===== src/rtl/pllcfg_pkg.sv =====
package pllcfg_pkg;

   typedef enum logic [1:0] {
      ST_IDLE   = 2'd0,
      ST_SCALE  = 2'd1,
      ST_DIVIDE = 2'd2
   } calc_state_e;

endpackage


===== src/rtl/pllcfg_octave_search.sv =====
// Doubles the VCO candidate one step per cycle and tracks the rate code.
module pllcfg_octave_search #(
   parameter int VCO_W    = 12,
   parameter int RATE_W   = 3,
   parameter int VCO_MIN  = 1600,
   parameter int MAX_RATE = 4
) (
   input  logic              clk,
   input  logic              rst_n,
   input  logic              load_i,
   input  logic              step_i,
   input  logic [VCO_W-1:0]  seed_i,
   output logic [VCO_W-1:0]  vco_o,
   output logic [RATE_W-1:0] rate_o,
   output logic              reached_o,
   output logic              exhausted_o
);

   localparam logic [VCO_W-1:0]  VCO_FLOOR = VCO_W'(VCO_MIN);
   localparam logic [RATE_W-1:0] RATE_TOP  = RATE_W'(MAX_RATE);

   always_ff @(posedge clk) begin
      if (!rst_n) begin
         vco_o  <= '0;
         rate_o <= '0;
      end else if (load_i) begin
         vco_o  <= seed_i;
         rate_o <= '0;
      end else if (step_i) begin
         vco_o  <= {vco_o[VCO_W-2:0], 1'b0};
         rate_o <= rate_o + 1'b1;
      end
   end

   assign reached_o   = (vco_o >= VCO_FLOOR);
   assign exhausted_o = (rate_o == RATE_TOP);

endmodule


===== src/rtl/pllcfg_restoring_div.sv =====
// Restoring shift-subtract divider by a constant; DIVD_W cycles per result.
module pllcfg_restoring_div #(
   parameter int DIVD_W  = 22,
   parameter int DIVISOR = 192,
   parameter int QUOT_W  = 15
) (
   input  logic              clk,
   input  logic              rst_n,
   input  logic              load_i,
   input  logic [DIVD_W-1:0] dividend_i,
   output logic [QUOT_W-1:0] quot_o,
   output logic              fin_o
);

   localparam int REM_W = $clog2(DIVISOR + 1);
   localparam int CNT_W = $clog2(DIVD_W + 1);
   localparam logic [REM_W:0]   DIVISOR_V = (REM_W+1)'(DIVISOR);
   localparam logic [CNT_W-1:0] LAST_STEP = CNT_W'(DIVD_W - 1);

   if (QUOT_W > DIVD_W) begin : g_bad_quot
      $error("quotient wider than dividend");
   end
   if (DIVISOR < 2) begin : g_bad_divisor
      $error("divisor must be at least 2");
   end

   logic [DIVD_W-1:0] acc_q;
   logic [REM_W-1:0]  rem_q;
   logic [CNT_W-1:0]  cnt_q;
   logic              active_q;
   logic [REM_W:0]    trial;
   logic [REM_W:0]    diff;
   logic              fits;
   logic [REM_W-1:0]  rem_next;

   always_comb begin
      trial    = {rem_q, acc_q[DIVD_W-1]};
      diff     = trial - DIVISOR_V;
      fits     = (trial >= DIVISOR_V);
      rem_next = fits ? diff[REM_W-1:0] : trial[REM_W-1:0];
   end

   always_ff @(posedge clk) begin
      if (!rst_n) begin
         acc_q    <= '0;
         rem_q    <= '0;
         cnt_q    <= '0;
         active_q <= 1'b0;
         fin_o    <= 1'b0;
      end else begin
         fin_o <= 1'b0;
         if (load_i) begin
            acc_q    <= dividend_i;
            rem_q    <= '0;
            cnt_q    <= '0;
            active_q <= 1'b1;
         end else if (active_q) begin
            acc_q <= {acc_q[DIVD_W-2:0], fits};
            rem_q <= rem_next;
            cnt_q <= cnt_q + 1'b1;
            if (cnt_q == LAST_STEP) begin
               active_q <= 1'b0;
               fin_o    <= 1'b1;
            end
         end
      end
   end

   assign quot_o = acc_q[QUOT_W-1:0];

endmodule


===== src/rtl/pll_setting_calc.sv =====
module pll_setting_calc #(
   parameter int LANE_W        = 13,
   parameter int REF_MHZ       = 24,
   parameter int FB_MULT       = 8,
   parameter int VCO_MIN       = 1600,
   parameter int VCO_MAX       = 4000,
   parameter int MAX_RATE      = 4,
   parameter int RATE_W        = 3,
   parameter int INT_W         = 5,
   parameter int FRAC_W        = 10,
   parameter bit ROUND_NEAREST = 1'b1
) (
   input  logic                      clk,
   input  logic                      rst_n,
   input  logic                      start_i,
   input  logic [LANE_W-1:0]         lane_mbps_i,
   output logic                      busy_o,
   output logic                      done_o,
   output logic                      err_o,
   output logic [RATE_W-1:0]         rate_code_o,
   output logic [INT_W+FRAC_W-1:0]   fb_div_o
);
   import pllcfg_pkg::*;

   localparam int STEP     = REF_MHZ * FB_MULT;
   localparam int VCO_SPAN = (VCO_MAX > 2 * VCO_MIN) ? VCO_MAX : 2 * VCO_MIN;
   localparam int VCO_W    = $clog2(VCO_SPAN + 1);
   localparam int DIVD_W   = VCO_W + FRAC_W;
   localparam int WORD_W   = INT_W + FRAC_W;
   localparam logic [LANE_W-1:0] LANE_CEIL = LANE_W'(VCO_MAX);

   if (VCO_MIN < 1 || VCO_MIN > VCO_MAX) begin : g_bad_window
      $error("VCO window is empty");
   end
   if (MAX_RATE >= (1 << RATE_W)) begin : g_bad_rate
      $error("rate code field too narrow");
   end
   if ((VCO_MAX / STEP) >= (1 << INT_W)) begin : g_bad_int
      $error("integer field too narrow");
   end
   if ((STEP / 2) >= (1 << FRAC_W)) begin : g_bad_bias
      $error("rounding bias overflows the fraction");
   end
   if (VCO_MAX >= (1 << LANE_W)) begin : g_bad_lane
      $error("lane input cannot express the VCO ceiling");
   end

   calc_state_e       state_q;
   logic              req_bad;
   logic              srch_load, srch_step, div_load;
   logic [VCO_W-1:0]  vco;
   logic [RATE_W-1:0] rate;
   logic              reached, exhausted;
   logic [DIVD_W-1:0] bias;
   logic [DIVD_W-1:0] dividend;
   logic [WORD_W-1:0] quot;
   logic              div_fin;

   // Fraction rounding variant: half-step bias rounds to nearest.
   if (ROUND_NEAREST) begin : g_round_near
      assign bias = DIVD_W'(STEP / 2);
   end else begin : g_round_trunc
      assign bias = '0;
   end

   assign req_bad   = (lane_mbps_i == '0) || (lane_mbps_i > LANE_CEIL);
   assign srch_load = (state_q == ST_IDLE) && start_i && !req_bad;
   assign srch_step = (state_q == ST_SCALE) && !reached && !exhausted;
   assign div_load  = (state_q == ST_SCALE) && reached;
   assign dividend  = {vco, {FRAC_W{1'b0}}} + bias;

   pllcfg_octave_search #(
      .VCO_W    (VCO_W),
      .RATE_W   (RATE_W),
      .VCO_MIN  (VCO_MIN),
      .MAX_RATE (MAX_RATE)
   ) u_search (
      .clk         (clk),
      .rst_n       (rst_n),
      .load_i      (srch_load),
      .step_i      (srch_step),
      .seed_i      (VCO_W'(lane_mbps_i)),
      .vco_o       (vco),
      .rate_o      (rate),
      .reached_o   (reached),
      .exhausted_o (exhausted)
   );

   pllcfg_restoring_div #(
      .DIVD_W  (DIVD_W),
      .DIVISOR (STEP),
      .QUOT_W  (WORD_W)
   ) u_div (
      .clk        (clk),
      .rst_n      (rst_n),
      .load_i     (div_load),
      .dividend_i (dividend),
      .quot_o     (quot),
      .fin_o      (div_fin)
   );

   always_ff @(posedge clk) begin
      if (!rst_n) begin
         state_q     <= ST_IDLE;
         busy_o      <= 1'b0;
         done_o      <= 1'b0;
         err_o       <= 1'b0;
         rate_code_o <= '0;
         fb_div_o    <= '0;
      end else begin
         done_o <= 1'b0;
         unique case (state_q)
            ST_IDLE: begin
               if (start_i) begin
                  if (req_bad) begin
                     done_o      <= 1'b1;
                     err_o       <= 1'b1;
                     rate_code_o <= '0;
                     fb_div_o    <= '0;
                  end else begin
                     state_q <= ST_SCALE;
                     busy_o  <= 1'b1;
                  end
               end
            end
            ST_SCALE: begin
               if (reached) begin
                  state_q <= ST_DIVIDE;
               end else if (exhausted) begin
                  state_q     <= ST_IDLE;
                  busy_o      <= 1'b0;
                  done_o      <= 1'b1;
                  err_o       <= 1'b1;
                  rate_code_o <= '0;
                  fb_div_o    <= '0;
               end
            end
            ST_DIVIDE: begin
               if (div_fin) begin
                  state_q     <= ST_IDLE;
                  busy_o      <= 1'b0;
                  done_o      <= 1'b1;
                  err_o       <= 1'b0;
                  rate_code_o <= rate;
                  fb_div_o    <= quot;
               end
            end
            default: state_q <= ST_IDLE;
         endcase
      end
   end

endmodule


===== config.mk =====
export PLATFORM = sky130hd
export DESIGN_NAME = pll_setting_calc
export DESIGN_NICKNAME = d
export VERILOG_FILES = /design/src/rtl/pllcfg_pkg.sv /design/src/rtl/pllcfg_octave_search.sv /design/src/rtl/pllcfg_restoring_div.sv /design/src/rtl/pll_setting_calc.sv
export SDC_FILE = /design/constraint.sdc
export NUM_CORES = 1
export LEC_CHECK = 0
export BUFFER_PORTS_ARGS = -buffer_cell sky130_fd_sc_hd__buf_4
export CAP_MARGIN = 20
export CORE_MARGIN = 1.5
export CORE_UTILIZATION = 48
export CTS_CLUSTER_DIAMETER = 30
export DETAILED_ROUTE_END_ITERATION = 10
export GPL_TIMING_DRIVEN = 0
export PLACE_DENSITY = 0.65
export SLEW_MARGIN = 10
export SYNTH_ARGS = -nofsm -noshare
export SYNTH_HDL_FRONTEND = slang
export SYNTH_SLANG_ARGS = --single-unit

===== constraint.sdc =====
create_clock -name clk -period 5.5 [get_ports clk]
set_input_delay 0.55 -clock clk [delete_from_list [all_inputs] [get_ports clk]]
set_output_delay 0.55 -clock clk [all_outputs]
set_load 0.01 [all_outputs]

=== After elaboration in Yosys (flattened, before gate mapping) ===
Cells that the tools add are included.

* Flip-flop bits (word level): 75
* Output and inout port bits: 21
* Word-level logic and storage cells: 97

* $add $sub $neg: 4
* $lt $le $gt $ge: 3
* Equal/unequal tests: 11
* Mux-type cells: 44
* Bitwise logic cells: 2
* Reductions and logical operators: 20

{| class="wikitable"
|+ Operator list
! kind !! number
|-
| $mux 15 || 5
|-
| $pmux 15 s3 || 1
|-
| $mux 22 || 2
|-
| $mux 12 || 2
|-
| $add 22x7->22 const B || 1
|-
| $mux 1 || 18
|-
| $mux 3 || 5
|-
| $gt 13x12->1 const B || 1
|-
| $logic_not 13->1 || 1
|-
| $ge 12x11->1 const B || 1
|-
| $reduce_and 6->1 || 2
|-
| $mux 2 || 5
|-
| $ne 2x2->1 const B || 5
|-
| $ge 9x8->1 const B || 1
|-
| $pmux 1 s3 || 3
|-
| $pmux 3 s3 || 1
|-
| $mux 8 || 1
|-
| $sub 8x8->8 const B || 1
|-
| $pmux 2 s3 || 1
|-
| $add 5x1->5 const B || 1
|-
| $eq 5x5->1 const B || 1
|-
| $logic_and 1x1->1 || 5
|-
| $reduce_and 4->1 || 1
|-
| $reduce_bool 2->1 || 2
|-
| other kinds (13) || 17
|}

=== Depth between registers and ports, before layout ===
Gate-level depths: netlist (run 1).

* Depth after elaboration: 6
* Gate-level depth with buffers: 9

=== By module ===
Synthesis (run 1) repeated with hierarchy kept, for this count alone.

* Cell total of the unflattened synthesis: 410
* Area, all modules: 3829.9 µm²

{| class="wikitable"
|+ Modules (own cells, without submodules)
! module !! times used !! cells each !! area an instance (µm²) !! seq. area each (µm²)
|-
| pllcfg_restoring_div || 1 || 200 || 1804.2 || 740.7
|-
| pll_setting_calc || 1 || 139 || 1253.7 || 460.4
|-
| pllcfg_octave_search || 1 || 71 || 772.0 || 300.3
|}

=== Least setup slack after synthesis (run 1) ===
No wires, ideal clock.

* Path kind: input-to-reg
* From: input port lane_mbps_i[10]
* To: register fb_div_o[0]
* Arrival: 1.759 ns
* Setup slack: 3.623 ns
* Cell stages on the path: 7
* Path buffers: 2
* Path through: and4_1 a31oi_1 o211ai_1 o21ba_4 buf_8 buf_12 mux2i_1

* Word-level cells in the longest chain between the ends: 4
* Elaborated cells between the ends (all ways): 5

{| class="wikitable"
|+ RTL lines
! element !! RTL line !! source
|-
| start: declaration || pll_setting_calc.sv:16 || <nowiki>input logic [LANE_W-1:0] lane_mbps_i,</nowiki>
|-
| $gt 13x12->1 / $logic_not 13->1 (equally long branches) || pll_setting_calc.sv:66 || <nowiki>assign req_bad = (lane_mbps_i == '0) || (lane_mbps_i > LANE_CEIL);</nowiki>
|-
| $logic_or 1x1->1 (*) || pll_setting_calc.sv:66 ||
|-
| $ne 2x2->1 (no source line) (*) || -- ||
|-
| $reduce_and 6->1 (no source line) (*) || -- ||
|-
| end signal: assignment || pll_setting_calc.sv:145 || <nowiki>fb_div_o <= quot;</nowiki>
|-
| end: declaration || pll_setting_calc.sv:21 || <nowiki>output logic [INT_W+FRAC_W-1:0] fb_div_o</nowiki>
|}

Every way passes the cells marked *; elsewhere a longest branch is shown, timed or not.
A chain may end at the register's enable or synchronous reset.

=== Worst setup path in the final report (run 1) ===
* From: register state_q[1]
* To: register u_search.vco_o[6]

* Word-level cells in the longest chain between the ends: 4
* Elaborated cells between the ends (all ways): 8

{| class="wikitable"
|+ RTL lines
! element !! RTL line !! source
|-
| start: declaration || pll_setting_calc.sv:48 || <nowiki>calc_state_e state_q;</nowiki>
|-
| start signal: assignment || pll_setting_calc.sv:104 || <nowiki>state_q <= ST_IDLE;</nowiki>
|-
| start signal: assignment || pll_setting_calc.sv:121 || <nowiki>state_q <= ST_SCALE;</nowiki>
|-
| start signal: assignment || pll_setting_calc.sv:128 || <nowiki>state_q <= ST_DIVIDE;</nowiki>
|-
| $eq 2x1->1 / $logic_not 2->1 (equally long branches) || pll_setting_calc.sv:68, pll_setting_calc.sv:67 ||
|-
| $logic_and 1x1->1, on equally long branches (2 in a row) || pll_setting_calc.sv:68, pll_setting_calc.sv:67 ||
|-
| $reduce_bool 2->1 (no source line) / $mux 12 (equally long branches) || -- ||
|-
| end signal: assignment || pllcfg_octave_search.sv:27 || <nowiki>vco_o <= seed_i;</nowiki>
|-
| end signal: assignment || pllcfg_octave_search.sv:30 || <nowiki>vco_o <= {vco_o[VCO_W-2:0], 1'b0};</nowiki>
|-
| end: declaration || pllcfg_octave_search.sv:13 || <nowiki>output logic [VCO_W-1:0] vco_o,</nowiki>
|}

Parallel ways exist; a longest one is shown, timed or not.

==> results.md, run 1 <==
- Routed Antenna Nets: 0
- CTS tree: yes
- Slew HR: 53.1%
- Gpl congestion: 0.826
- Total GRT Usage: 20.0%
- Cell at the root of the clock tree: clkbuf_8
- Clock buffer depth: 2
- DRC viols: 0
- Setup Buffers After CTS: 0
- Share of cells above drive strength 1: 16.4%
- Post-synthesis compound-gate area fraction: 10.8%
- P&R area growth vs syn: 18.8%
- Worst reg2reg path startpoint: state_q[1]$_SDFFE_PN0P_
- Fmax: 501 MHz
- Final setup violation count: 0
- Hold_ws: 458 ps
- Post-Synth XOR/XNOR Area: 1.57%
- Overflow after GRT: 0
- Tmin final: 1990 ps
- Worst path slowest cell: dfxtp_1
- Sink Count: 75
- CTS H-tree depth: 3
- Antenna cells: 0
- IO buf count: 36
- Worst-Margin Slew: 704 ps
- Final Instance Count excl. Fillers: 505
- Vias/cell: 5.13
- Part of the power in registers: 45.7%
- Mapped Area: 3360 um2
- Largest family of logic cells by synthesized area: multiplexers
- Unrepaired setup endpoints after global routing: no
- CP required: 5710 ps
- Synth Instances: 357
- Pin count of the biggest net entering global routing: 13
- Max Slew Vio Count: 0
- Fraction of the mapped netlist area in simple logic gates: 17.0%
- Clock latency on the worst-skew pair: 350 ps
- Final WL: 6820 um
- CP Launch Point: state_q[1]$_SDFFE_PN0P_
- Fin Clk Skew: 6.93 ps
- Die W: 86.6 um
- Sw frac: 24.7%
- CP Capture Type: flip-flop
- Final Util: 58.7%
- Setup TNS: 0 ps
- Row count: 30
- Leak Pwr: 1.51 nW
- Synth Register Bits: 75
- Num ports: 37
- R2R Path End: u_search.vco_o[6]$_SDFFE_PN0P_
- Pwr dens: 324 nW/um2
- Syn_area_per_cell: 9.40 um2
- Worst IR Drop VDD: 0.000125 V
- Clock share of power: 39.6%
- Power Total: 0.00129 W
- Fin crit share: 36.3%
- Fin. Hold Viols: 0
- # Max-Cap Violations: 0
- Pre-antenna DRT Iters: 4
- Die span in y: 86.6 um
- Initial core utilization: 49.4%
- First-pass GRT wire length: 11700 um
- R2R depth: 8
- CP max stage delay: 350 ps
- Post-CTS sizing: 0
- CP startpoint kind: flip-flop
- Crit path DAT: 2200 ps
- Worst-path clk slew: 70 ps
- Final HPWL DP: 4940 um
- Sequence of cells on the critical path: inv_1 > ha_1 > inv_1 > nor2_1 > o2111ai_2 > clkbuf_1 > nor2_1 > a211oi_2
- Yosys synthesis warning count: 0
- Post-Syn Nets: 382
- P_sw: 0.000320 W
- Starting DRT DRC Count: 79
- Nets: 429
- WL per Instance: 13.5 um
- Post-synthesis adder-cell area fraction: 3.36%
- Initial antenna violation count: 0
- Comb pwr share: 14.7%
- R2R setup slack: 3510 ps
- Vias in the first global route: 2408
- Die area: 7500 um2
- Inserted Clock Buffers: 9
- Seq/Total Area, Yosys: 44.7%
- Pint: 0.000972 W
- Post-Place Cells: 489
- Crit path to: u_search.vco_o[6]$_SDFFE_PN0P_
- Mux contribution to synthesized area: 17.6%
- Synth cell types: 43
- Vias: 2592
- Hold buffer count at CTS: 0
- WS Path Type: flip-flop to flip-flop
- Worst Hold Class: flip-flop to flip-flop
- Status: complete, no violations
- Critical path peak fanout: 10
- Core Footprint: 6790 um2
[worst min-delay path by stage]
stage                                     start                        endpoint  slack [ps]  cells past startpoint
global placement       fb_div_o[8]$_SDFFE_PN0P_        fb_div_o[8]$_SDFFE_PN0P_         440                      2
floorplan           u_div.rem_q[7]$_SDFFE_PP0P_     u_div.rem_q[7]$_SDFFE_PP0P_         440                      2
finish                fb_div_o[14]$_SDFFE_PN0P_       fb_div_o[14]$_SDFFE_PN0P_         460                      2
detailed placement     fb_div_o[8]$_SDFFE_PN0P_        fb_div_o[8]$_SDFFE_PN0P_         450                      2
global route           fb_div_o[5]$_SDFFE_PN0P_        fb_div_o[5]$_SDFFE_PN0P_         470                      2
CTS                              lane_mbps_i[0]  u_search.vco_o[0]$_SDFFE_PN0P_         460                      3
[flip-flops by register name (all words and copies together), names as in the netlist]
register,flops
u_search.vco_o,12
done_o,1
err_o,1
u_div.acc_q,22
u_div.fin_o,1
u_div.cnt_q,5
busy_o,1
u_div.active_q,1
u_div.rem_q,8
fb_div_o,15
u_search.rate_o,3
state_q,2
rate_code_o,3
[cell families after synthesis]
logic type,after synthesis
compound gates,45
flops,75
xor+xnor,6
fa+ha+maj,9
simple gates,130
mux,59
buf+inv,33
[cells in the final DEF, fill, tap and decap left out, types with 3 or more instances in the layout]
master and count:
a21oi_1 8, dfxtp_1 75, buf_2 3, buf_4 37, nor3_1 6, bufinv_16 3, clkbuf_1 15, nand2_1 50
mux2i_1 59, o21ai_0 3, inv_1 10, clkbuf_8 10, a211oi_2 5, a211oi_1 19, ha_1 9, nor2_1 51
xor2_1 4, nand2b_1 3, nand4_1 4
[power groups by stage]
stage / Sequential [W] / Clock [W] / Combinational, W
2_1_floorplan: 0.000598 / 0 / 0.000146
3_3_place_gp: 0.000602 / 0 / 0.000189
3_5_place_dp: 0.000603 / 0 / 0.000190
4_1_cts: 0.000591 / 0.000521 / 0.000191
5_1_grt: 0.000595 / 0.000539 / 0.000208
6_report: 0.000591 / 0.000511 / 0.000190
[area by class of cell]
cell class                 instances  area, um2
clock inverter                     5        100
timing repair buffer              36        270
inverter                          10       37.5
multi-input combinational        249       1690
buffer                            23        129
tap                               96        120
clock buffer                      11        141
sequential                        75       1500
fill                             604       2810
[per-layer routing]
layer	vias to the layer above	GRT usage [%]	routed length, um
li1	1333	-	-
met1	1205	27.8	3490
met2	41	30.3	2980
met3	13	3.33	206
met4	0	9.68	140
met5	-	0	0
[per-stage QoR]
step | worst slack (ps) | area [um2]
finish | 3510 | 3990
global route | 3300 | 3990
global placement | 3340 | 3750
CTS | 3510 | 3990
detailed placement | 3300 | 3750
floorplan | 3620 | 3360
[Yosys cell counts, drive strengths merged]
library cell	count	share of area (%)
nor4b	1	0.26
o21ai	3	0.45
nand4b	2	0.52
nand3b	1	0.22
o221ai	1	0.26
nor2	51	5.7
a41oi	1	0.26
nor3	6	0.89
and3b	1	0.26
xnor2	2	0.52
a211oi	24	6.1
or2	1	0.19
buf	9	2.3
and4bb	1	0.37
xor2	4	1.0
mux2i	59	18
a311oi	1	0.26
o21a	1	0.22
nand4	4	0.75
and2	2	0.37
a21oi	8	1.2
nor4	2	0.37
dfxtp	75	45
clkbuf	14	1.6
ha	9	3.4
o311a	1	0.30
and4	1	0.26
o21ba	1	0.48
a31oi	1	0.19
o211ai	1	0.22
inv	10	1.1
nand2b	3	0.56
nor2b	2	0.37
o2111ai	1	0.45
nand2	50	5.6
nand3	2	0.30
o31ai	1	0.37
[worst max-delay path: cells and delay by family, from the launching register on]
family | cells | cell delay (ps)
fa+ha+maj | 1 | 240
buf+inv | 3 | 480
flops | 1 | 350
compound gates | 2 | 310
simple gates | 2 | 460
Power figures use the tool's default switching activity.
==> run 2: changes to the inputs <==
--- a/config.mk
+++ b/config.mk
@@ -12,7 +12,7 @@
 export CTS_CLUSTER_DIAMETER = 30
 export DETAILED_ROUTE_END_ITERATION = 10
 export GPL_TIMING_DRIVEN = 0
-export PLACE_DENSITY = 0.65
+export PLACE_DENSITY = 0.68
 export SLEW_MARGIN = 10
 export SYNTH_ARGS = -nofsm -noshare
 export SYNTH_HDL_FRONTEND = slang
==> constraint.sdc (replaced) <==
create_clock -name clk -period 1.6 [get_ports clk]
set_input_delay 0.16 -clock clk [delete_from_list [all_inputs] [get_ports clk]]
set_output_delay 0.16 -clock clk [all_outputs]
set_load 0.01 [all_outputs]
==> results.md, run 2 (synthesized netlist as in run 1, its figures left out) <==
- Worst path slowest cell: o311a_4
- Commonest non-fill, non-tap cell in the layout: dfxtp_1
- CTS H-tree depth: 3
- Final Util: 63.2%
- Overflow after GRT: 0
- P&R area growth vs syn: 27.9%
- IO buf count: 36
- Sink Count: 75
- Power Total: 0.00439 W
- First-pass GRT wire length: 11700 um
- Worst-Margin Slew: 636 ps
- Worst IR Drop VDD: 0.000434 V
- Clock latency on the worst-skew pair: 350 ps
- Vias: 2685
- Unrepaired setup endpoints after global routing: yes
- Largest reg by FF count: u_div.acc_q
- WL per Instance: 13.7 um
- Vias in the first global route: 2441
- Crit path DAT: 2080 ps
- Fin. Hold Viols: 0
- Row count: 30
- Slew HR: 57.6%
- Worst Hold Class: primary input to flip-flop
- Die span in y: 86.6 um
- Clock buffer depth: 2
- Pin count of the biggest net entering global routing: 20
- Total GRT Usage: 20.2%
- Part of the power in registers: 46.3%
- # Max-Cap Violations: 0
- CP startpoint kind: flip-flop
- Sequence of cells on the critical path: o311a_4 > buf_4 > and4bb_1 > buf_6 > buf_12 > mux2i_2 > a211oi_2
- Tmin final: 1850 ps
- Die area: 7500 um2
- Starting DRT DRC Count: 138
- Final HPWL DP: 4820 um
- Worst reg2reg path startpoint: u_search.vco_o[8]$_SDFFE_PN0P_
- Sw frac: 27.0%
- CP required: 1830 ps
- Routed Antenna Nets: 0
- CP Capture Type: flip-flop
- Vias/cell: 5.13
- Cell at the root of the clock tree: clkbuf_8
- Largest regs: u_div.acc_q x22, fb_div_o x15, u_search.vco_o x12
- Most frequent cells in the layout: dfxtp_1, mux2i_1, buf_4, nor2_1, nand2_1
- Pint: 0.00321 W
- Inserted Clock Buffers: 9
- CP top delay family: compound AO/OA/AOI/OAI gates
- Fin Clk Skew: 11.0 ps
- Max reg flops: 22
- Final WS setup: -253 ps
- Pwr dens: 1020 nW/um2
- CP max stage delay: 400 ps
- Fin crit share: 116%
- Antenna cells: 0
- Post-Layout Inst Area: 4290 um2
- Core Footprint: 6790 um2
- Crit path buffers/inverters: 3
- CP Launch Point: u_search.vco_o[8]$_SDFFE_PN0P_
- Pre-antenna DRT Iters: 4
- WS Path Type: flip-flop to flip-flop
- Initial antenna violation count: 0
- Share of cells above drive strength 1: 27.6%
- Hold buffer count at CTS: 0
- Leak Pwr: 1.64 nW
- Setup TNS: -6790 ps
- CTS tree: yes
- DRC viols: 0
- P_sw: 0.00119 W
- Area after DPL: 3760 um2
- Initial core utilization: 49.4%
- Critical path peak fanout: 5
- Comb pwr share: 20.7%
- Gpl congestion: 0.787
- Nets: 447
- Fmax: 540 MHz
- Num ports: 37
- Violated checks: negative setup slack
- Final setup violation count: 41
- Hold Path Origin: lane_mbps_i[0]
- Pre-CTS WS: -316 ps
- Final WL: 7180 um
- Clock share of power: 33.0%
- Status: finished with violations
- Max Slew Vio Count: 0
- Worst-path clk slew: 80 ps
- Die W: 86.6 um
-- run 2: cell types whose count changed in the layout (fill, tap and decap cells not counted), moves of 3 or more --
cell and change:
buf_6 +3, dfxtp_1 -9, dfxtp_2 +9, clkbuf_1 -7
ha_2 +3, mux2i_1 -3, buf_4 +18, ha_1 -4
-- run 2: routing by layer --
layer	vias up	track usage [%]	routed length, um
met5	-	0	0
met4	0	10.9	155
met3	11	3.33	294
met2	55	31.3	3250
met1	1248	27.1	3480
li1	1371	-	-
-- run 2: tightest hold or removal path: stages --
cell     delay, ps
buf_4          110
nand2_1         50
o21ai_1         50
-- run 2: power groups by stage --
stage / Clock [W] / Sequential (W) / Combinational (W)
2_1_floorplan: 0 / 0.00206 / 0.000510
3_3_place_gp: 0 / 0.00207 / 0.000655
3_5_place_dp: 0 / 0.00208 / 0.000662
4_1_cts: 0.00148 / 0.00203 / 0.000917
5_1_grt: 0.00155 / 0.00204 / 0.000976
6_report: 0.00145 / 0.00203 / 0.000910
-- run 2: path summary, 6_finish.rpt --
path | endpoint | slack [ps] | cells after the start
worst max register to register | u_search.vco_o[8]$_SDFFE_PN0P_ | -250 | 7
worst min register to register | fb_div_o[7]$_SDFFE_PN0P_ | 460 | 2
worst max-delay path | u_search.vco_o[8]$_SDFFE_PN0P_ | -250 | 7
worst min-delay path | u_search.vco_o[0]$_SDFFE_PN0P_ | 60 | 3
-- run 2: cell type report --
class	count	area, um2
plain buffers	20	141
clock buffers	11	141
clock inverters	5	52.6
fillers	551	2500
inverters	10	37.5
multi-input cells	249	1800
flip-flops and latches	75	1510
well taps	96	120
repair buffers	57	484
-- run 2: metrics by stage --
step | hold slack (ps) | cells
6_report | 56.3 | 523
5_1_grt | 79.8 | 523
4_1_cts | 51.4 | 520
3_5_place_dp | 432 | 489
3_3_place_gp | 430 | 489
2_1_floorplan | 300 | 357
-- run 2: repair_timing --
item | 4_1_cts | 5_1_grt
pin swaps | 8 | 11
endpoints found under the hold margin | 0 | 0
resized for setup | 37 | 20
setup endpoints to repair | 71 | 71
cloned | 2 | 0
buffers inserted | 14 | 6
==> run 3: changes to the inputs <==
--- a/config.mk
+++ b/config.mk
@@ -12,7 +12,7 @@
 export CTS_CLUSTER_DIAMETER = 30
 export DETAILED_ROUTE_END_ITERATION = 10
 export GPL_TIMING_DRIVEN = 0
-export PLACE_DENSITY = 0.68
+export PLACE_DENSITY = 0.7
 export SLEW_MARGIN = 10
 export SYNTH_ARGS = -nofsm -noshare
 export SYNTH_HDL_FRONTEND = slang
==> results.md, run 3 (synthesized netlist as in run 1, its figures left out) <==
- Die area: 7500 um2
- Initial antenna violation count: 0
- Clock latency on the worst-skew pair: 340 ps
- Largest reg by FF count: u_div.acc_q
- Pwr dens: 1020 nW/um2
- Violated checks: negative setup slack
- Worst Hold Class: primary input to flip-flop
- Vias: 2669
- Inserted Clock Buffers: 9
- Pre-antenna DRT Iters: 4
- Fin crit share: 114%
- CTS H-tree depth: 3
- Area after DPL: 3760 um2
- Status: finished with violations
- Fin Clk Skew: 6.33 ps
- Hold buffer count at CTS: 0
- Share of cells above drive strength 1: 26.9%
- Starting DRT DRC Count: 88
- Slew HR: 59.4%
- WS Path Type: flip-flop to flip-flop
- Area occupied by multi-input gates: 1780 um2
- # Max-Cap Violations: 0
- CP required: 1880 ps
- CP Capture Type: flip-flop
- Die span in y: 86.6 um
- Row count: 30
- Tmin final: 1820 ps
- Final Instance Count excl. Fillers: 520
- Overflow after GRT: 0
- Routed Antenna Nets: 0
- Max reg flops: 22
- Max Slew Vio Count: 0
- CP startpoint kind: flip-flop
- WL per Instance: 13.9 um
- Commonest non-fill, non-tap cell in the layout: dfxtp_1
- Crit path DAT: 2100 ps
- Post-Place Cells: 489
- P&R area growth vs syn: 28.1%
- IO buf count: 36
- CTS tree: yes
- Vias/cell: 5.13
- Final Util: 63.3%
- Final WL: 7210 um
- Total GRT Usage: 20.3%
- Worst-path clk slew: 80 ps
- Vias in the first global route: 2448
- Initial core utilization: 49.4%
- Sink Count: 75
- Fin. Hold Viols: 0
- Worst-Margin Slew: 609 ps
- Seq. cell area: 1520 um2
- Pin count of the biggest net entering global routing: 20
- Gpl congestion: 0.755
- Num ports: 37
- Final setup violation count: 42
- Antenna cells: 0
- Final WS setup: -225 ps
- Fmax: 548 MHz
- Critical path peak fanout: 8
- Nets: 445
- Hold_ws: 71.1 ps
- Worst IR Drop VDD: 0.000464 V
- Unrepaired setup endpoints after global routing: yes
- Leak Pwr: 1.64 nW
- Power Total: 0.00439 W
- First-pass GRT wire length: 11800 um
- Largest regs: u_div.acc_q x22, fb_div_o x15, u_search.vco_o x12
- Die W: 86.6 um
- FILL cells: 573
- Final HPWL DP: 4830 um
- Clock buffer depth: 2
- DRC viols: 0
- Post-Layout Inst Area: 4300 um2
- Cell at the root of the clock tree: clkbuf_8
- Core Footprint: 6790 um2
- Most frequent cells in the layout: dfxtp_1, mux2i_1, nor2_1, nand2_1, buf_4
[run 3: changes by cell type in the layout (fill, tap and decap cells not counted), sizes merged]
| cell | delta |
|---|---|
| buf | -5 |
| clkbuf | +1 |
| clkinv | +1 |
[run 3: layout make-up]
cell class	instances	area share (%)
plain buffers	22	4.37
clock buffers	9	2.88
repair buffers	53	11.1
multi-input cells	249	41.4
inverters	10	0.873
well taps	96	2.79
flip-flops and latches	75	35.3
clock inverters	6	1.34
[run 3: timing repair]
item                                    4_1_cts  5_1_grt
pin swaps                                    14        7
endpoints found under the setup margin       71       63
setup buffers                                10        4
gates resized for setup                      41       20
gates cloned                                  3        0
[run 3: worst paths after layout]
kind | from | to | slack, ps | depth (start not counted)
min | lane_mbps_i[0] | u_search.vco_o[0]$_SDFFE_PN0P_ | 70 | 3
min reg2reg | fb_div_o[7]$_SDFFE_PN0P_ | fb_div_o[7]$_SDFFE_PN0P_ | 460 | 2
max reg2reg | u_search.vco_o[8]$_SDFFE_PN0P_ | fb_div_o[5]$_SDFFE_PN0P_ | -220 | 7
max | u_search.vco_o[8]$_SDFFE_PN0P_ | fb_div_o[5]$_SDFFE_PN0P_ | -220 | 7
[run 3: power breakdown]
group | internal [W] | switching (W) | leakage [nW]
Combinational | 0.000542 | 0.000423 | 0.936
Sequential | 0.00196 | 0.0000800 | 0.612
Clock | 0.000700 | 0.000688 | 0.0946
[run 3: per-layer routing]
| metal | track usage (%) | wire, um | part of all wire, % | vias up |
|---|---|---|---|---|
| met3 | 3.62 | 251 | 3.5 | 13 |
| met1 | 27.2 | 3520 | 49 | 1239 |
| li1 | - | - | - | 1360 |
| met2 | 31.3 | 3260 | 45 | 57 |
| met5 | 0 | 0 | 0 | - |
| met4 | 10.7 | 173 | 2.4 | 0 |
[run 3: critical path, cell delays in order, from the launching register on]
cell and delay, ps:
dfxtp_4 360, o311a_4 400, o31ai_4 170, nand3b_1 120, o21ba_4 250, buf_12 120, buf_12 130, mux2i_1 190
[run 3: metrics by stage]
stage / setup slack, ps / TNS, ps
after floorplan: -96.5 / -1160
after global placement: -291 / -10410
after detailed placement: -311 / -11940
after CTS: -228 / -5250
after global routing: -310 / -10610
final: -225 / -6310
